--- config.mk ---
export PLATFORM = sky130hd
export DESIGN_NAME = dma_major_ctl
export DESIGN_NICKNAME = d
export VERILOG_FILES = /design/src/rtl/dma_major_pkg.sv /design/src/rtl/dma_major_fsm.sv /design/src/rtl/dma_major_iter.sv /design/src/rtl/dma_major_flags.sv /design/src/rtl/dma_major_evt.sv /design/src/rtl/dma_major_ctl.sv
export SDC_FILE = /design/constraint.sdc
export NUM_CORES = 1
export LEC_CHECK = 0
export BUFFER_PORTS_ARGS = -buffer_cell sky130_fd_sc_hd__buf_2
export CORE_MARGIN = 2
export CORE_UTILIZATION = 45
export DETAILED_ROUTE_END_ITERATION = 12
export PLACE_DENSITY = 0.74
export RECOVER_POWER = 50
export SLEW_MARGIN = 0
export SYNTH_ARGS = -nofsm -noshare
export SYNTH_HDL_FRONTEND = slang
export SYNTH_SLANG_ARGS = --single-unit
--- constraint.sdc ---
create_clock -name clk -period 7.8 [get_ports clk]
set_input_delay 0.39 -clock clk [delete_from_list [all_inputs] [get_ports clk]]
set_output_delay 0.39 -clock clk [all_outputs]
set_load 0.02 [all_outputs]
--- src/rtl/dma_major_pkg.sv ---
package dma_major_pkg;

    typedef enum logic [1:0] {
        CH_IDLE = 2'd0,
        CH_BUSY = 2'd1,
        CH_DONE = 2'd2
    } ch_state_e;

    typedef struct packed {
        logic half;
        logic major;
        logic req_clr;
        logic link;
        logic sg_go;
        logic sg_bad;
    } ch_evt_t;

endpackage

--- src/rtl/dma_major_fsm.sv ---
module dma_major_fsm
    import dma_major_pkg::*;
(
    input  logic      clk,
    input  logic      rst_n,
    input  logic      svc_begin,
    input  logic      minor_done,
    input  logic      xfer_err,
    input  logic      last_iter,
    input  logic      cfg_wr,
    input  logic      cfg_done,
    output ch_state_e state,
    output logic      accept_svc,
    output logic      accept_minor
);

    ch_state_e state_q, state_d;

    always_ff @(posedge clk) begin
        if (!rst_n) state_q <= CH_IDLE;
        else        state_q <= state_d;
    end

    always_comb begin
        state_d = state_q;
        unique case (state_q)
            CH_IDLE: begin
                if (svc_begin)              state_d = CH_BUSY;
                else if (cfg_wr && cfg_done) state_d = CH_DONE;
            end
            CH_BUSY: begin
                if (xfer_err)               state_d = CH_IDLE;
                else if (minor_done)        state_d = last_iter ? CH_DONE : CH_IDLE;
            end
            CH_DONE: begin
                if (svc_begin)               state_d = CH_BUSY;
                else if (cfg_wr && !cfg_done) state_d = CH_IDLE;
            end
            default:                        state_d = CH_IDLE;
        endcase
    end

    always_comb begin
        state        = state_q;
        accept_svc   = (state_q != CH_BUSY) && svc_begin;
        accept_minor = (state_q == CH_BUSY) && minor_done && !xfer_err;
    end

    AST_BUSY_EXIT: assert property (@(posedge clk) disable iff (!rst_n)
        (state_q == CH_BUSY && (minor_done || xfer_err)) |=> (state_q != CH_BUSY));
    AST_SVC_ENTER: assert property (@(posedge clk) disable iff (!rst_n)
        accept_svc |=> (state_q == CH_BUSY));
    AST_LAST_DONE: assert property (@(posedge clk) disable iff (!rst_n)
        (accept_minor && last_iter) |=> (state_q == CH_DONE));

endmodule

--- src/rtl/dma_major_iter.sv ---
module dma_major_iter #(
    parameter int ITER_W = 15
) (
    input  logic              clk,
    input  logic              rst_n,
    input  logic              iter_wr,
    input  logic [ITER_W-1:0] iter_val,
    input  logic              step,
    output logic [ITER_W-1:0] citer,
    output logic [ITER_W-1:0] biter,
    output logic              last_iter,
    output logic              half_hit
);

    localparam logic [ITER_W-1:0] ONE = ITER_W'(1);

    logic [ITER_W-1:0] citer_q, biter_q, cnt_next;

    assign last_iter = (citer_q <= ONE);
    assign cnt_next  = last_iter ? '0 : (citer_q - ONE);
    assign half_hit  = (biter_q > ONE) && (cnt_next == (biter_q >> 1));
    assign citer     = citer_q;
    assign biter     = biter_q;

    always_ff @(posedge clk) begin
        if (!rst_n) begin
            citer_q <= '0;
            biter_q <= '0;
        end else if (step) begin
            citer_q <= last_iter ? biter_q : cnt_next;
        end else if (iter_wr) begin
            citer_q <= iter_val;
            biter_q <= iter_val;
        end
    end

    AST_CITER_LE_BITER: assert property (@(posedge clk) disable iff (!rst_n)
        citer_q <= biter_q);
    AST_RELOAD: assert property (@(posedge clk) disable iff (!rst_n)
        (step && last_iter) |=> (citer_q == $past(biter_q)));
    AST_DECREMENT: assert property (@(posedge clk) disable iff (!rst_n)
        (step && !last_iter) |=> (citer_q == $past(citer_q) - ONE));

endmodule

--- src/rtl/dma_major_flags.sv ---
module dma_major_flags #(
    parameter int LINK_W = 6
) (
    input  logic              clk,
    input  logic              rst_n,
    input  logic              cfg_wr,
    input  logic              cfg_start,
    input  logic              cfg_link_en,
    input  logic              cfg_sg_en,
    input  logic              cfg_half_ie,
    input  logic              cfg_major_ie,
    input  logic              cfg_req_dis,
    input  logic [LINK_W-1:0] cfg_link_ch,
    input  logic              done_now,
    input  logic              link_start_in,
    input  logic              accept_svc,
    output logic              start,
    output logic              link_en,
    output logic              sg_en,
    output logic              half_ie,
    output logic              major_ie,
    output logic              req_dis,
    output logic [LINK_W-1:0] link_ch
);

    logic              start_q, link_en_q, sg_en_q, half_ie_q, major_ie_q, req_dis_q;
    logic [LINK_W-1:0] link_ch_q;
    logic              start_d;

    always_comb begin
        if (accept_svc)         start_d = 1'b0;
        else if (link_start_in) start_d = 1'b1;
        else if (cfg_wr)        start_d = cfg_start;
        else                    start_d = start_q;
    end

    always_ff @(posedge clk) begin
        if (!rst_n) begin
            start_q    <= 1'b0;
            link_en_q  <= 1'b0;
            sg_en_q    <= 1'b0;
            half_ie_q  <= 1'b0;
            major_ie_q <= 1'b0;
            req_dis_q  <= 1'b0;
            link_ch_q  <= '0;
        end else begin
            start_q <= start_d;
            if (cfg_wr) begin
                link_en_q  <= cfg_link_en & ~done_now;
                sg_en_q    <= cfg_sg_en & ~done_now;
                half_ie_q  <= cfg_half_ie;
                major_ie_q <= cfg_major_ie;
                req_dis_q  <= cfg_req_dis;
                link_ch_q  <= cfg_link_ch;
            end
        end
    end

    assign start    = start_q;
    assign link_en  = link_en_q;
    assign sg_en    = sg_en_q;
    assign half_ie  = half_ie_q;
    assign major_ie = major_ie_q;
    assign req_dis  = req_dis_q;
    assign link_ch  = link_ch_q;

    AST_FORCE_OFF: assert property (@(posedge clk) disable iff (!rst_n)
        (cfg_wr && done_now) |=> (!link_en_q && !sg_en_q));
    AST_START_TAKEN: assert property (@(posedge clk) disable iff (!rst_n)
        accept_svc |=> !start_q);

endmodule

--- src/rtl/dma_major_evt.sv ---
module dma_major_evt
    import dma_major_pkg::*;
#(
    parameter int ADDR_W     = 32,
    parameter int DESC_BYTES = 32
) (
    input  logic              clk,
    input  logic              rst_n,
    input  logic              sga_wr,
    input  logic [ADDR_W-1:0] sga_val,
    input  logic              step,
    input  logic              last_iter,
    input  logic              half_hit,
    input  logic              half_ie,
    input  logic              major_ie,
    input  logic              req_dis,
    input  logic              link_en,
    input  logic              sg_en,
    output ch_evt_t           evt,
    output logic [ADDR_W-1:0] sga
);

    localparam int ALIGN_W = $clog2(DESC_BYTES);

    logic [ADDR_W-1:0] sga_q;
    logic              aligned;
    ch_evt_t           evt_q, evt_d;

    generate
        if (ALIGN_W > 0) begin : g_align
            assign aligned = (sga_q[ALIGN_W-1:0] == '0);
        end else begin : g_noalign
            assign aligned = 1'b1;
        end
    endgenerate

    always_comb begin
        evt_d = '0;
        if (step) begin
            evt_d.half    = half_ie && half_hit;
            evt_d.major   = major_ie && last_iter;
            evt_d.req_clr = req_dis && last_iter;
            evt_d.link    = link_en && last_iter;
            evt_d.sg_go   = sg_en && last_iter && aligned;
            evt_d.sg_bad  = sg_en && last_iter && !aligned;
        end
    end

    always_ff @(posedge clk) begin
        if (!rst_n) begin
            sga_q <= '0;
            evt_q <= '0;
        end else begin
            evt_q <= evt_d;
            if (sga_wr) sga_q <= sga_val;
        end
    end

    assign evt = evt_q;
    assign sga = sga_q;

    AST_SG_EXCLUSIVE: assert property (@(posedge clk) disable iff (!rst_n)
        !(evt_q.sg_go && evt_q.sg_bad));
    AST_MAJOR_ONE_SHOT: assert property (@(posedge clk) disable iff (!rst_n)
        evt_q.major |=> !evt_q.major);
    AST_LINK_ONE_SHOT: assert property (@(posedge clk) disable iff (!rst_n)
        evt_q.link |=> !evt_q.link);

endmodule

--- src/rtl/dma_major_ctl.sv ---
module dma_major_ctl
    import dma_major_pkg::*;
#(
    parameter int ITER_W     = 15,
    parameter int LINK_W     = 6,
    parameter int ADDR_W     = 32,
    parameter int DESC_BYTES = 32
) (
    input  logic              clk,
    input  logic              rst_n,
    input  logic              cfg_wr,
    input  logic              cfg_start,
    input  logic              cfg_done,
    input  logic              cfg_link_en,
    input  logic              cfg_sg_en,
    input  logic              cfg_half_ie,
    input  logic              cfg_major_ie,
    input  logic              cfg_req_dis,
    input  logic [LINK_W-1:0] cfg_link_ch,
    input  logic              iter_wr,
    input  logic [ITER_W-1:0] iter_val,
    input  logic              sga_wr,
    input  logic [ADDR_W-1:0] sga_val,
    input  logic              link_start_in,
    input  logic              svc_begin,
    input  logic              minor_done,
    input  logic              xfer_err,
    output logic              start_o,
    output logic              active_o,
    output logic              done_o,
    output logic              link_en_o,
    output logic              sg_en_o,
    output logic [ITER_W-1:0] citer_o,
    output logic [ITER_W-1:0] biter_o,
    output logic              irq_half,
    output logic              irq_major,
    output logic              req_en_clr,
    output logic              link_start_out,
    output logic [LINK_W-1:0] link_target,
    output logic              sg_fetch_req,
    output logic [ADDR_W-1:0] sg_fetch_addr,
    output logic              sg_align_err
);

    ch_state_e state;
    logic      accept_svc, accept_minor, last_iter, half_hit;
    logic      half_ie, major_ie, req_dis;
    ch_evt_t   evt;

    dma_major_fsm u_fsm (
        .clk          (clk),
        .rst_n        (rst_n),
        .svc_begin    (svc_begin),
        .minor_done   (minor_done),
        .xfer_err     (xfer_err),
        .last_iter    (last_iter),
        .cfg_wr       (cfg_wr),
        .cfg_done     (cfg_done),
        .state        (state),
        .accept_svc   (accept_svc),
        .accept_minor (accept_minor)
    );

    dma_major_iter #(.ITER_W(ITER_W)) u_iter (
        .clk       (clk),
        .rst_n     (rst_n),
        .iter_wr   (iter_wr),
        .iter_val  (iter_val),
        .step      (accept_minor),
        .citer     (citer_o),
        .biter     (biter_o),
        .last_iter (last_iter),
        .half_hit  (half_hit)
    );

    dma_major_flags #(.LINK_W(LINK_W)) u_flags (
        .clk           (clk),
        .rst_n         (rst_n),
        .cfg_wr        (cfg_wr),
        .cfg_start     (cfg_start),
        .cfg_link_en   (cfg_link_en),
        .cfg_sg_en     (cfg_sg_en),
        .cfg_half_ie   (cfg_half_ie),
        .cfg_major_ie  (cfg_major_ie),
        .cfg_req_dis   (cfg_req_dis),
        .cfg_link_ch   (cfg_link_ch),
        .done_now      (done_o),
        .link_start_in (link_start_in),
        .accept_svc    (accept_svc),
        .start         (start_o),
        .link_en       (link_en_o),
        .sg_en         (sg_en_o),
        .half_ie       (half_ie),
        .major_ie      (major_ie),
        .req_dis       (req_dis),
        .link_ch       (link_target)
    );

    dma_major_evt #(.ADDR_W(ADDR_W), .DESC_BYTES(DESC_BYTES)) u_evt (
        .clk       (clk),
        .rst_n     (rst_n),
        .sga_wr    (sga_wr),
        .sga_val   (sga_val),
        .step      (accept_minor),
        .last_iter (last_iter),
        .half_hit  (half_hit),
        .half_ie   (half_ie),
        .major_ie  (major_ie),
        .req_dis   (req_dis),
        .link_en   (link_en_o),
        .sg_en     (sg_en_o),
        .evt       (evt),
        .sga       (sg_fetch_addr)
    );

    assign active_o       = (state == CH_BUSY);
    assign done_o         = (state == CH_DONE);
    assign irq_half       = evt.half;
    assign irq_major      = evt.major;
    assign req_en_clr     = evt.req_clr;
    assign link_start_out = evt.link;
    assign sg_fetch_req   = evt.sg_go;
    assign sg_align_err   = evt.sg_bad;

    AST_MAJOR_WITH_DONE: assert property (@(posedge clk) disable iff (!rst_n)
        irq_major |-> done_o);
    AST_HALF_GATED: assert property (@(posedge clk) disable iff (!rst_n)
        irq_half |-> (biter_o > ITER_W'(1)));
    AST_ACTIVE_DONE_EXCL: assert property (@(posedge clk) disable iff (!rst_n)
        !(active_o && done_o));

endmodule

==> impl_metrics.json, run 1 <==
{
  "status": "finished, violations left",
  "violations": "max-capacitance violations, max-slew violations",
  "syn_to_final_growth_pct": 23.74,
  "yosysUniqueCellTypes": 49,
  "yosys.area.top_type_share": 0.4309,
  "cts_buffer_depth": 2,
  "gp_congestion": 0.8342,
  "htreeDepth": 3,
  "hold_buffers": 0,
  "critPathKind": "in -> reg",
  "place_area_sq_um": 4563,
  "drt-pass1-iter-count": 4,
  "slew_headroom": -1.179,
  "port_buffers": 147,
  "critPathTopFamily": "buffers and inverters",
  "rsz0062_at_grt": "no",
  "grt_usage": 0.2165,
  "critPathSlowestCell": "clkbuf_1",
  "design_area_sq_um": 4715,
  "fin_tns_setup_ns": 0,
  "power_density_nw_per_um2": 211.6,
  "dieArea_sq_um": 9219,
  "dr_total_vias": 3543,
  "drc": 0,
  "synth.area.top_cells": "dfxtp_1 43%, mux2i_1 14%, nor2_1 7.6%, nand2_1 4.2%, a211oi_1 4.1%",
  "fp.dieW_um": 96.02,
  "clk_pin_slew_worst_paths_ns": 0.09,
  "clock_skew_ns": 0.01612,
  "setup_viol_count_final": 0,
  "wl_per_cell_um": 14.74,
  "antenna_left": 0,
  "hold_path.class": "in -> reg",
  "grt_pass1_vias": 3323,
  "path_common_cell": "clkbuf_1",
  "synth_top_area_cell": "dfxtp_1",
  "clock_sinks": 82,
  "cts-root-buf": "clkbuf_8",
  "synth_seq_cells": 82,
  "dpl.hpwl_um": 7261,
  "required_ns": 8.03,
  "grt_start_max_net_pins": 77,
  "ir_worst_vdd_v": 0.0001466,
  "multiInputGateArea_sq_um": 2021,
  "max_stage_delay_ns": 2.29,
  "drv_cap": 1,
  "clk_latency_ns": 0.35,
  "cts_resized": 0,
  "synth-seq-area-share": 0.4309,
  "antenna_found_initial": 0,
  "layout_worst_path_cycle_share": 0.4444,
  "p_leak_uw": 0.002162,
  "netlist_instances": 437,
  "fp-row-count": 33,
  "syn_avg_cell_area_sq_um": 8.718,
  "drive_above_1_share": 0.2404,
  "grt_pass1_wl_um": 15740,
  "final_max_slew_viol_count": 77,
  "routed_wl_um": 9950,
  "yosys_warnings": 0,
  "drt_iter0_markers": 157,
  "n_fill_cell": 787,
  "post-cts-setup-buffer-count": 0,
  "core-area_sq_um": 8217,
  "chipHeight_um": 96.02,
  "boundaryPins": 148,
  "fmax_ghz": 0.2885,
  "endpoint_kind": "flip-flop",
  "crit_buf_inv": 3,
  "initial_core_util": 0.4637,
  "synth.net_count": 508,
  "vias_per_cell": 5.249,
  "post-route-min-period_ns": 3.467,
  "nets": 636,
  "arrival_ns": 3.69,
  "cts_tree": "yes",
  "synth-edff-count": 0,
  "final_hold_viol_count": 0,
  "worst_slew_pin_slew_ns": 3.269,
  "diodes": 0,
  "cp_max_fo": 76,
  "startpoint_type": "input port",
  "rrSetupSlack_ns": 4.69,
  "syn_area_sq_um": 3810,
  "synthArstFlopShare": 0,
  "overflow": 0,
  "synthFlopType": "dfxtp_1",
  "cts-buffers-inserted": 9,
  "regArea_sq_um": 1642,
  "crit_chain": "clkbuf_1 > clkinv_1 > clkbuf_1 > nor2_1 > nand4_1 > a221oi_1 > nand3_1 > a2111oi_2"
}
-- worst paths after layout --
path / startpoint / to / cells after the start
worst max-delay path: rst_n / u_evt.evt[5] / 8
worst min-delay path: sga_val[10] / u_evt.sga[10] / 3
worst max register to register: u_iter.citer[9] / u_evt.evt[5] / 8
worst min register to register: u_flags.major_ie / u_evt.evt[4] / 1
-- cells in the mapped netlist, types with 2 or more instances --
library cell,instances
xnor2_1,13
nand4_1,2
nand3_1,6
and3_1,3
nor2b_1,2
xor2_1,6
a211o_1,2
nand2_1,43
dfxtp_1,82
o21ai_0,9
nor4_1,5
or3_1,2
nor3_1,9
ha_1,2
nor2_1,77
or4_1,2
o211ai_1,3
or4_4,2
and2_1,2
nand2b_1,4
buf_1,6
a21oi_1,29
inv_1,5
a211oi_1,21
clkbuf_1,20
a22oi_1,2
mux2i_1,53
buf_2,4
-- cells by family after synthesis --
logic type               synth area share
AO/OA/AOI/OAI                      0.1225
XOR/XNOR                          0.05583
adder cells (fa/ha/maj)          0.006567
buffers and inverters             0.04006
flip-flops                         0.4309
multiplexers                       0.1422
AND/OR/NAND/NOR                    0.2020
-- power breakdown --
| part | internal, uW | total [uW] | switching (uW) |
|---|---|---|---|
| Sequential | 443 | 470 | 26.7 |
| Combinational | 87.0 | 210 | 123 |
| Clock | 150 | 318 | 167 |
-- routing by layer --
metal,vias to the layer above,global-route usage,routed length [um]
li1,1775,-,-
met2,135,0.3652,4798
met3,8,0.07361,916
met4,0,0.06310,79
met1,1625,0.2608,4155
met5,-,0,0
-- state kept, by name, summed over array words and instances, names as in the netlist, 2 cells and up --
name             count
u_evt.evt            6
u_evt.sga           32
u_flags.link_ch      6
u_fsm.state          2
u_iter.biter        15
u_iter.citer        15
-- area by class of cell --
cell class                 instances  area share
clock inverter                     7     0.01619
inverter                           5    0.003981
clock buffer                       9     0.02627
timing repair buffer             149      0.1489
sequential                        82      0.3482
multi-input combinational        318      0.4286
tap                              105     0.02787
-- per-stage QoR --
step | utilization | worst slack, ns | power (uW) | cells | hold slack (ns)
2_1_floorplan | - | 5.208 | 622.6 | 437 | 0.4516
3_3_place_gp | 0.5554 | 4.832 | 686.0 | 659 | 0.4634
3_5_place_dp | 0.5554 | 4.729 | 690.7 | 659 | 0.4691
4_1_cts | 0.5797 | 4.705 | 1007 | 675 | 0.2614
5_1_grt | 0.5738 | 3.855 | 1047 | 675 | 0.2702
6_report | 0.5738 | 4.333 | 997.4 | 675 | 0.2771
-- worst min-delay path, cell delays in order --
cell and delay [ns]:
buf_2 0.07, mux2i_1 0.06, nor2_1 0.07
-- placed cells by master (no fill, tap or decap), types with 3 or more instances in the layout --
cell	netlist	routed
and3_1	3	3
buf_2	4	111
nand2b_1	4	4
nor2_1	77	77
o211ai_1	3	3
nor3_1	9	8
o21ai_0	9	9
clkbuf_1	20	37
nor4_1	5	5
xor2_1	6	6
clkbuf_8	0	9
a211oi_1	21	21
nand2_1	43	43
nand3_1	6	6
dfxtp_1	82	82
inv_1	5	4
xnor2_1	13	13
a21oi_1	29	29
mux2i_1	53	53
No activity file was read; power rests on OpenSTA's default activity.
==> inputs of run 2 (changes only) <==
--- a/config.mk
+++ b/config.mk
@@ -5,11 +5,12 @@
 export SDC_FILE = /design/constraint.sdc
 export NUM_CORES = 1
 export LEC_CHECK = 0
+export ABC_AREA = 1
 export BUFFER_PORTS_ARGS = -buffer_cell sky130_fd_sc_hd__buf_2
 export CORE_MARGIN = 2
 export CORE_UTILIZATION = 45
 export DETAILED_ROUTE_END_ITERATION = 12
-export PLACE_DENSITY = 0.74
+export PLACE_DENSITY = 0.73
 export RECOVER_POWER = 50
 export SLEW_MARGIN = 0
 export SYNTH_ARGS = -nofsm -noshare
==> constraint.sdc (replaced) <==
create_clock -name clk -period 3.2 [get_ports clk]
set_input_delay 0.16 -clock clk [delete_from_list [all_inputs] [get_ports clk]]
set_output_delay 0.16 -clock clk [all_outputs]
set_load 0.02 [all_outputs]
==> run 2 against run 1 <==
The flow now finishes without violations. Die area rose by 1.2%. Cell count is 22% higher. Clock skew down 0.0044 ns. Clock power rose to 2.5 times the previous value. Synthesized cell count increased by 31%. Sequential power up 140%. Non-clock buffer count rose by 2. Wire length is 17% higher. Combinational power rose to 2.7 times the previous value. Power rose to 2.5 times the previous value. Register-to-register slack got worse by 3.6 ns. First-iteration DRC count is 0.64% higher. Largest power group unchanged. Highest routed layer unchanged.
==> impl_metrics.json, run 2 <==
{
  "synth.net_count": 645,
  "dieArea_sq_um": 9329,
  "wl_per_cell_um": 14.19,
  "startpoint_type": "flip-flop",
  "drc": 0,
  "hold_start": "sga_val[23]",
  "synth-edff-count": 0,
  "rr_worst_depth": 15,
  "arrival_ns": 2.44,
  "fin_tns_setup_ns": 0,
  "reg2reg_to": "u_evt.evt[5]",
  "combPwrFrac": 0.229,
  "layout_commonest_cell": "nand2_1",
  "cp-startpoint": "u_iter.citer[1]",
  "synthFlopType": "dfxtp_1",
  "cts_buffer_depth": 2,
  "worst_slew_pin_slew_ns": 0.9644,
  "synth_top_area_cell": "dfxtp_1",
  "clock_power_share": 0.318,
  "rsz0062_at_grt": "no",
  "fmax_ghz": 0.4675,
  "drt_iter0_markers": 158,
  "gp_congestion": 0.9546,
  "yosysUniqueCellTypes": 28,
  "crit_chain": "inv_1 > ha_1 > nand2_1 > nor2_2 > nand2_4 > nand2_4 > inv_2 > nand2_1 > nand2_1 > nand2_1 > nor2_1 > nand2_1 > inv_1 > nand2_1 > nor2_1",
  "dpl.hpwl_um": 8754,
  "yosys_warnings": 0,
  "max_stage_delay_ns": 0.48,
  "critPathKind": "reg -> reg",
  "setup_viol_count_final": 0,
  "post-route-min-period_ns": 2.139,
  "drive_above_1_share": 0.1685,
  "synth-seq-area-share": 0.4256,
  "post-place-cells": 807,
  "switching_share": 0.3395,
  "largest_register_ff_count": 32,
  "place_area_sq_um": 4641,
  "clock_sinks": 82,
  "initial_core_util": 0.4671,
  "endpoint_kind": "flip-flop",
  "routed_wl_um": 11680,
  "yosysMostFrequentCell": "nand2_1",
  "grt_pass1_wl_um": 18440,
  "status": "finished clean",
  "cts_resized": 0,
  "worstReg2RegStart": "u_iter.citer[1]",
  "p_leak_uw": 0.002190,
  "antenna_found_initial": 0,
  "cts-buffers-inserted": 9,
  "design_area_sq_um": 4765,
  "antenna_left": 0,
  "dr_total_vias": 4221,
  "clk_latency_ns": 0.36,
  "final_hold_viol_count": 0,
  "layout.cells.most_common_list": "142 x nand2_1, 115 x nor2_1, 82 x dfxtp_1",
  "final_cell_count_no_fill": 823,
  "multiInputGateArea_sq_um": 1914,
  "regArea_sq_um": 1642,
  "seqPwrFrac": 0.453,
  "clk_pin_slew_worst_paths_ns": 0.09,
  "required_ns": 3.50,
  "grt_start_max_net_pins": 44,
  "synthArstFlopShare": 0,
  "p_int_uw": 1662,
  "ir_worst_vdd_v": 0.0002398,
  "whs_path_depth": 3,
  "netlist_instances": 574,
  "final_max_slew_viol_count": 0,
  "finalPower_uw": 2517,
  "whs_ns": 0.01715,
  "htreeDepth": 3,
  "rrSetupSlack_ns": 1.06,
  "power_density_nw_per_um2": 528.2,
  "cp_max_fo": 39,
  "hold_path.class": "in -> reg",
  "yosys.area.top_type_share": 0.4256,
  "synth.area.top_cells": "dfxtp_1 43%, nand2_1 14%, nor2_1 11%, o21ai_0 7.1%, inv_1 4.5%",
  "cts_tree": "yes",
  "chipHeight_um": 96.59,
  "vias_per_cell": 5.129,
  "port_buffers": 147,
  "hold_buffers": 0,
  "syn_area_sq_um": 3857,
  "fp.dieW_um": 96.59,
  "synth_seq_cells": 82,
  "slew_headroom": 0.3564,
  "overflow": 0,
  "post-cts-setup-buffer-count": 0,
  "boundaryPins": 148,
  "p_switching_uw": 854.4,
  "hold_end": "u_evt.sga[23]",
  "n_fill_cell": 827,
  "cts-root-buf": "clkbuf_8",
  "critPathSlowestCell": "inv_2",
  "fp-row-count": 33,
  "clock_skew_ns": 0.01169,
  "nets": 784,
  "path_common_cell": "nand2_1",
  "syn_avg_cell_area_sq_um": 6.720,
  "layout_worst_path_cycle_share": 0.6685,
  "core-area_sq_um": 8258,
  "drt-pass1-iter-count": 6,
  "grt_pass1_vias": 3958,
  "synth_common_cells": "142 x nand2_1, 115 x nor2_1, 82 x dfxtp_1",
  "grt_usage": 0.2566,
  "diodes": 0,
  "drv_cap": 0,
  "syn_to_final_growth_pct": 23.52
}
==> run 2: worst max-delay path by stage <==
stage	endpoint	slack, ns	cells after the start
global placement	u_evt.evt[5]	1.16	15
CTS	u_evt.evt[5]	1.08	15
detailed placement	u_evt.evt[5]	1.11	15
floorplan	u_evt.evt[5]	1.49	16
finish	u_evt.evt[5]	1.06	15
global route	u_evt.evt[5]	0.78	15
==> run 2: metal layers <==
layer,GRT usage,wire length (um),vias to the layer above
met5,0,0,-
met4,0.09742,232,0
met3,0.06129,876,17
met2,0.4398,5621,174
met1,0.3116,4952,1914
li1,-,-,2116
==> run 2: cell type report <==
cell class	count	area share
inverter	50	0.03939
tap	105	0.02757
sequential	82	0.3445
clock buffer	10	0.02889
timing repair buffer	151	0.1429
clock inverter	6	0.01497
multi-input combinational	419	0.4018
==> run 2: logic make-up after synthesis <==
group	after synthesis	synth area share
simple gates	311	0.3377
compound gates	104	0.1476
flops	82	0.4256
buf+inv	73	0.07817
xor+xnor	2	0.004542
fa+ha+maj	2	0.006486
==> run 2: stage by stage <==
step | util | setup slack, ns
5_1_grt | 0.5770 | 0.7806
2_1_floorplan | - | 1.490
6_report | 0.5770 | 1.061
3_5_place_dp | 0.5620 | 1.115
3_3_place_gp | 0.5620 | 1.164
4_1_cts | 0.5873 | 1.079
==> run 2: power groups by stage <==
stage	Clock, uW	Sequential, uW	Combinational, uW
after global routing	851	1150	645
after CTS	821	1140	589
final	800	1140	576
after global placement	0	1160	577
after floorplan	0	1220	339
after detailed placement	0	1160	586
==> run 2: worst max-delay path: cells and delay by family, from the launching register on <==
family / cells / cell delay, ns
flops: 1 / 0.39
fa+ha+maj: 1 / 0.18
simple gates: 11 / 0.90
buf+inv: 3 / 0.61
==> inputs of run 3 (changes only) <==
--- a/config.mk
+++ b/config.mk
@@ -5,12 +5,12 @@
 export SDC_FILE = /design/constraint.sdc
 export NUM_CORES = 1
 export LEC_CHECK = 0
-export ABC_AREA = 1
+export ABC_AREA = 0
 export BUFFER_PORTS_ARGS = -buffer_cell sky130_fd_sc_hd__buf_2
 export CORE_MARGIN = 2
 export CORE_UTILIZATION = 45
 export DETAILED_ROUTE_END_ITERATION = 12
-export PLACE_DENSITY = 0.73
+export PLACE_DENSITY = 0.74
 export RECOVER_POWER = 50
 export SLEW_MARGIN = 0
 export SYNTH_ARGS = -nofsm -noshare
==> constraint.sdc (replaced) <==
create_clock -name clk -period 1.98 [get_ports clk]
set_input_delay 0.099 -clock clk [delete_from_list [all_inputs] [get_ports clk]]
set_output_delay 0.099 -clock clk [all_outputs]
set_load 0.02 [all_outputs]
==> run 3 against run 2 <==
The flow now finishes with violations (negative setup slack). Combinational power up 110%. Largest cell class unchanged. Clock power up 77%. Power increased by 78%. Maximum frequency down 13%. Via count is 0.43% lower. Global-route usage is 1.1 points higher. Setup slack got worse by 1.5 ns. Highest routed layer unchanged. Core utilization up 15 points. Die area down 1.2%. Count of clock-buffer cells in the layout is 1 lower.
==> impl_metrics.json, run 3 (synthesized netlist as in run 1, its figures left out) <==
{
  "status": "finished, violations left",
  "violations": "negative setup slack",
  "arrival_ns": 2.72,
  "fin_tns_setup_ns": -7.053,
  "crit_chain": "or4_4 > or4_4 > or3_4 > or3_1 > a2111oi_2",
  "cts-root-buf": "clkbuf_8",
  "critPathKind": "reg -> reg",
  "dpl.hpwl_um": 8002,
  "clk_pin_slew_worst_paths_ns": 0.09,
  "drt-pass1-iter-count": 4,
  "largest_register_ff_count": 32,
  "required_ns": 2.24,
  "ir_worst_vdd_v": 0.0005034,
  "syn_to_final_growth_pct": 56.98,
  "post-place-cells": 708,
  "startpoint_type": "flip-flop",
  "fin_ws_ns": -0.4816,
  "nets": 754,
  "cp_max_fo": 4,
  "layout_worst_path_cycle_share": 1.243,
  "antenna_left": 0,
  "path_common_cell": "or4_4",
  "rsz0062_at_grt": "yes",
  "clk_latency_ns": 0.37,
  "cts_tree": "yes",
  "final_hold_viol_count": 0,
  "layout.cells.most_common_list": "78 x buf_2, 78 x dfxtp_1, 69 x nor2_1, 69 x clkbuf_1, 59 x dlygate4sd3_1",
  "power_density_nw_per_um2": 748.5,
  "wl_per_cell_um": 16.41,
  "antenna_found_initial": 0,
  "final_max_slew_viol_count": 0,
  "clock_skew_ns": 0.01716,
  "endpoint_kind": "flip-flop",
  "grt_pass1_wl_um": 19270,
  "p_leak_uw": 0.002634,
  "hold_path.class": "in -> reg",
  "cts_buffer_depth": 2,
  "cts-buffers-inserted": 9,
  "setup_viol_count_final": 22,
  "boundaryPins": 148,
  "fmax_ghz": 0.4062,
  "diodes": 0,
  "worst_slew_pin_slew_ns": 0.7741,
  "fp-row-count": 33,
  "slew_headroom": 0.4839,
  "drt_iter0_markers": 218,
  "post-route-min-period_ns": 2.462,
  "whs_path_depth": 3,
  "fp.dieW_um": 96.02,
  "gp_congestion": 0.8519,
  "max_stage_delay_ns": 0.57,
  "drv_cap": 0,
  "routed_wl_um": 13010,
  "grt_start_max_net_pins": 76,
  "grt_pass1_vias": 4075,
  "grt_usage": 0.2679,
  "dr_total_vias": 4203,
  "drc": 0,
  "overflow": 0,
  "vias_per_cell": 5.300,
  "core-area_sq_um": 8217,
  "htreeDepth": 3,
  "dieArea_sq_um": 9219,
  "initial_core_util": 0.4637,
  "port_buffers": 147,
  "clock_sinks": 82,
  "chipHeight_um": 96.02,
  "rr_worst_depth": 5,
  "final_cell_count_no_fill": 793,
  "critPathSlowestCell": "or4_4",
  "drive_above_1_share": 0.2965,
  "n_fill_cell": 624
}
-- run 3: cell types whose count changed in the layout (fill, tap and decap cells not counted), moves of 13 or more --
cell	delta
mux2i_1	+53
o21ai_0	-50
nor2_1	-46
dlygate4sd3_1	+59
inv_1	-42
nand2_1	-101
nand3_1	-20
xnor2_1	+13
a31oi_1	-16
buf_4	+46
-- run 3: final cells by class --
type	count	area, sq um	area share
clock buffers	9	123.9	0.02071
clock inverters	7	106.4	0.01778
inverters	5	18.77	0.003138
multi-input cells	318	2188	0.3659
flip-flops and latches	82	1652	0.2761
well taps	105	131.4	0.02197
repair buffers	267	1760	0.2944
-- run 3: what timing repair did --
item / in CTS / in global routing
endpoints found under the setup margin: 22 / 37
buffers inserted: 0 / 9
pin swaps: 0 / 20
gates resized for setup: 4 / 48
endpoints found under the hold margin: 59 / 0
hold buffers: 59 / 0
cloned: 0 / 1
-- run 3: routing by layer --
layer | vias up | GRT usage | routed length (um)
met1 | 1995 | 0.3105 | 5220
li1 | 2016 | - | -
met4 | 0 | 0.07262 | 239
met2 | 163 | 0.4826 | 6726
met3 | 29 | 0.07283 | 827
met5 | - | 0 | 0
-- run 3: worst max-delay path: cells and delay by family, from the launching register on --
family | cells | cell delay [ns]
flip-flops | 1 | 0.35
AND/OR/NAND/NOR | 4 | 1.73
AO/OA/AOI/OAI | 1 | 0.28
-- run 3: report_power, final --
part	switching, uW	total [uW]	internal [uW]
Clock	691	1420	733
Combinational	639	1220	584
Sequential	85.6	1830	1750
Total	1410	4480	3060
-- run 3: final timing paths --
path	start	slack, ns	end
max	u_iter.citer[9]	-0.48	u_evt.evt[5]
max reg2reg	u_iter.citer[9]	-0.48	u_evt.evt[5]
min reg2reg	u_evt.sga[0]	0.49	u_evt.evt[1]
min	cfg_link_en	0.01	u_flags.link_en
-- run 3: through the flow --
| step | power, uW | worst slack, ns | hold slack [ns] | area (sq um) | util |
|---|---|---|---|---|---|
| final | 4477 | -0.4816 | 0.01234 | 5981 | 0.7279 |
| after global routing | 4663 | -0.5475 | 0.02400 | 5981 | 0.7279 |
| after CTS | 4358 | -0.4521 | 0.0002692 | 5796 | 0.7053 |
| after detailed placement | 2878 | -0.4611 | 0.3393 | 4961 | 0.6038 |
| after global placement | 2853 | -0.4121 | 0.3279 | 4961 | 0.6038 |
| after floorplan | 2464 | -0.5070 | 0.1986 | 3840 | - |
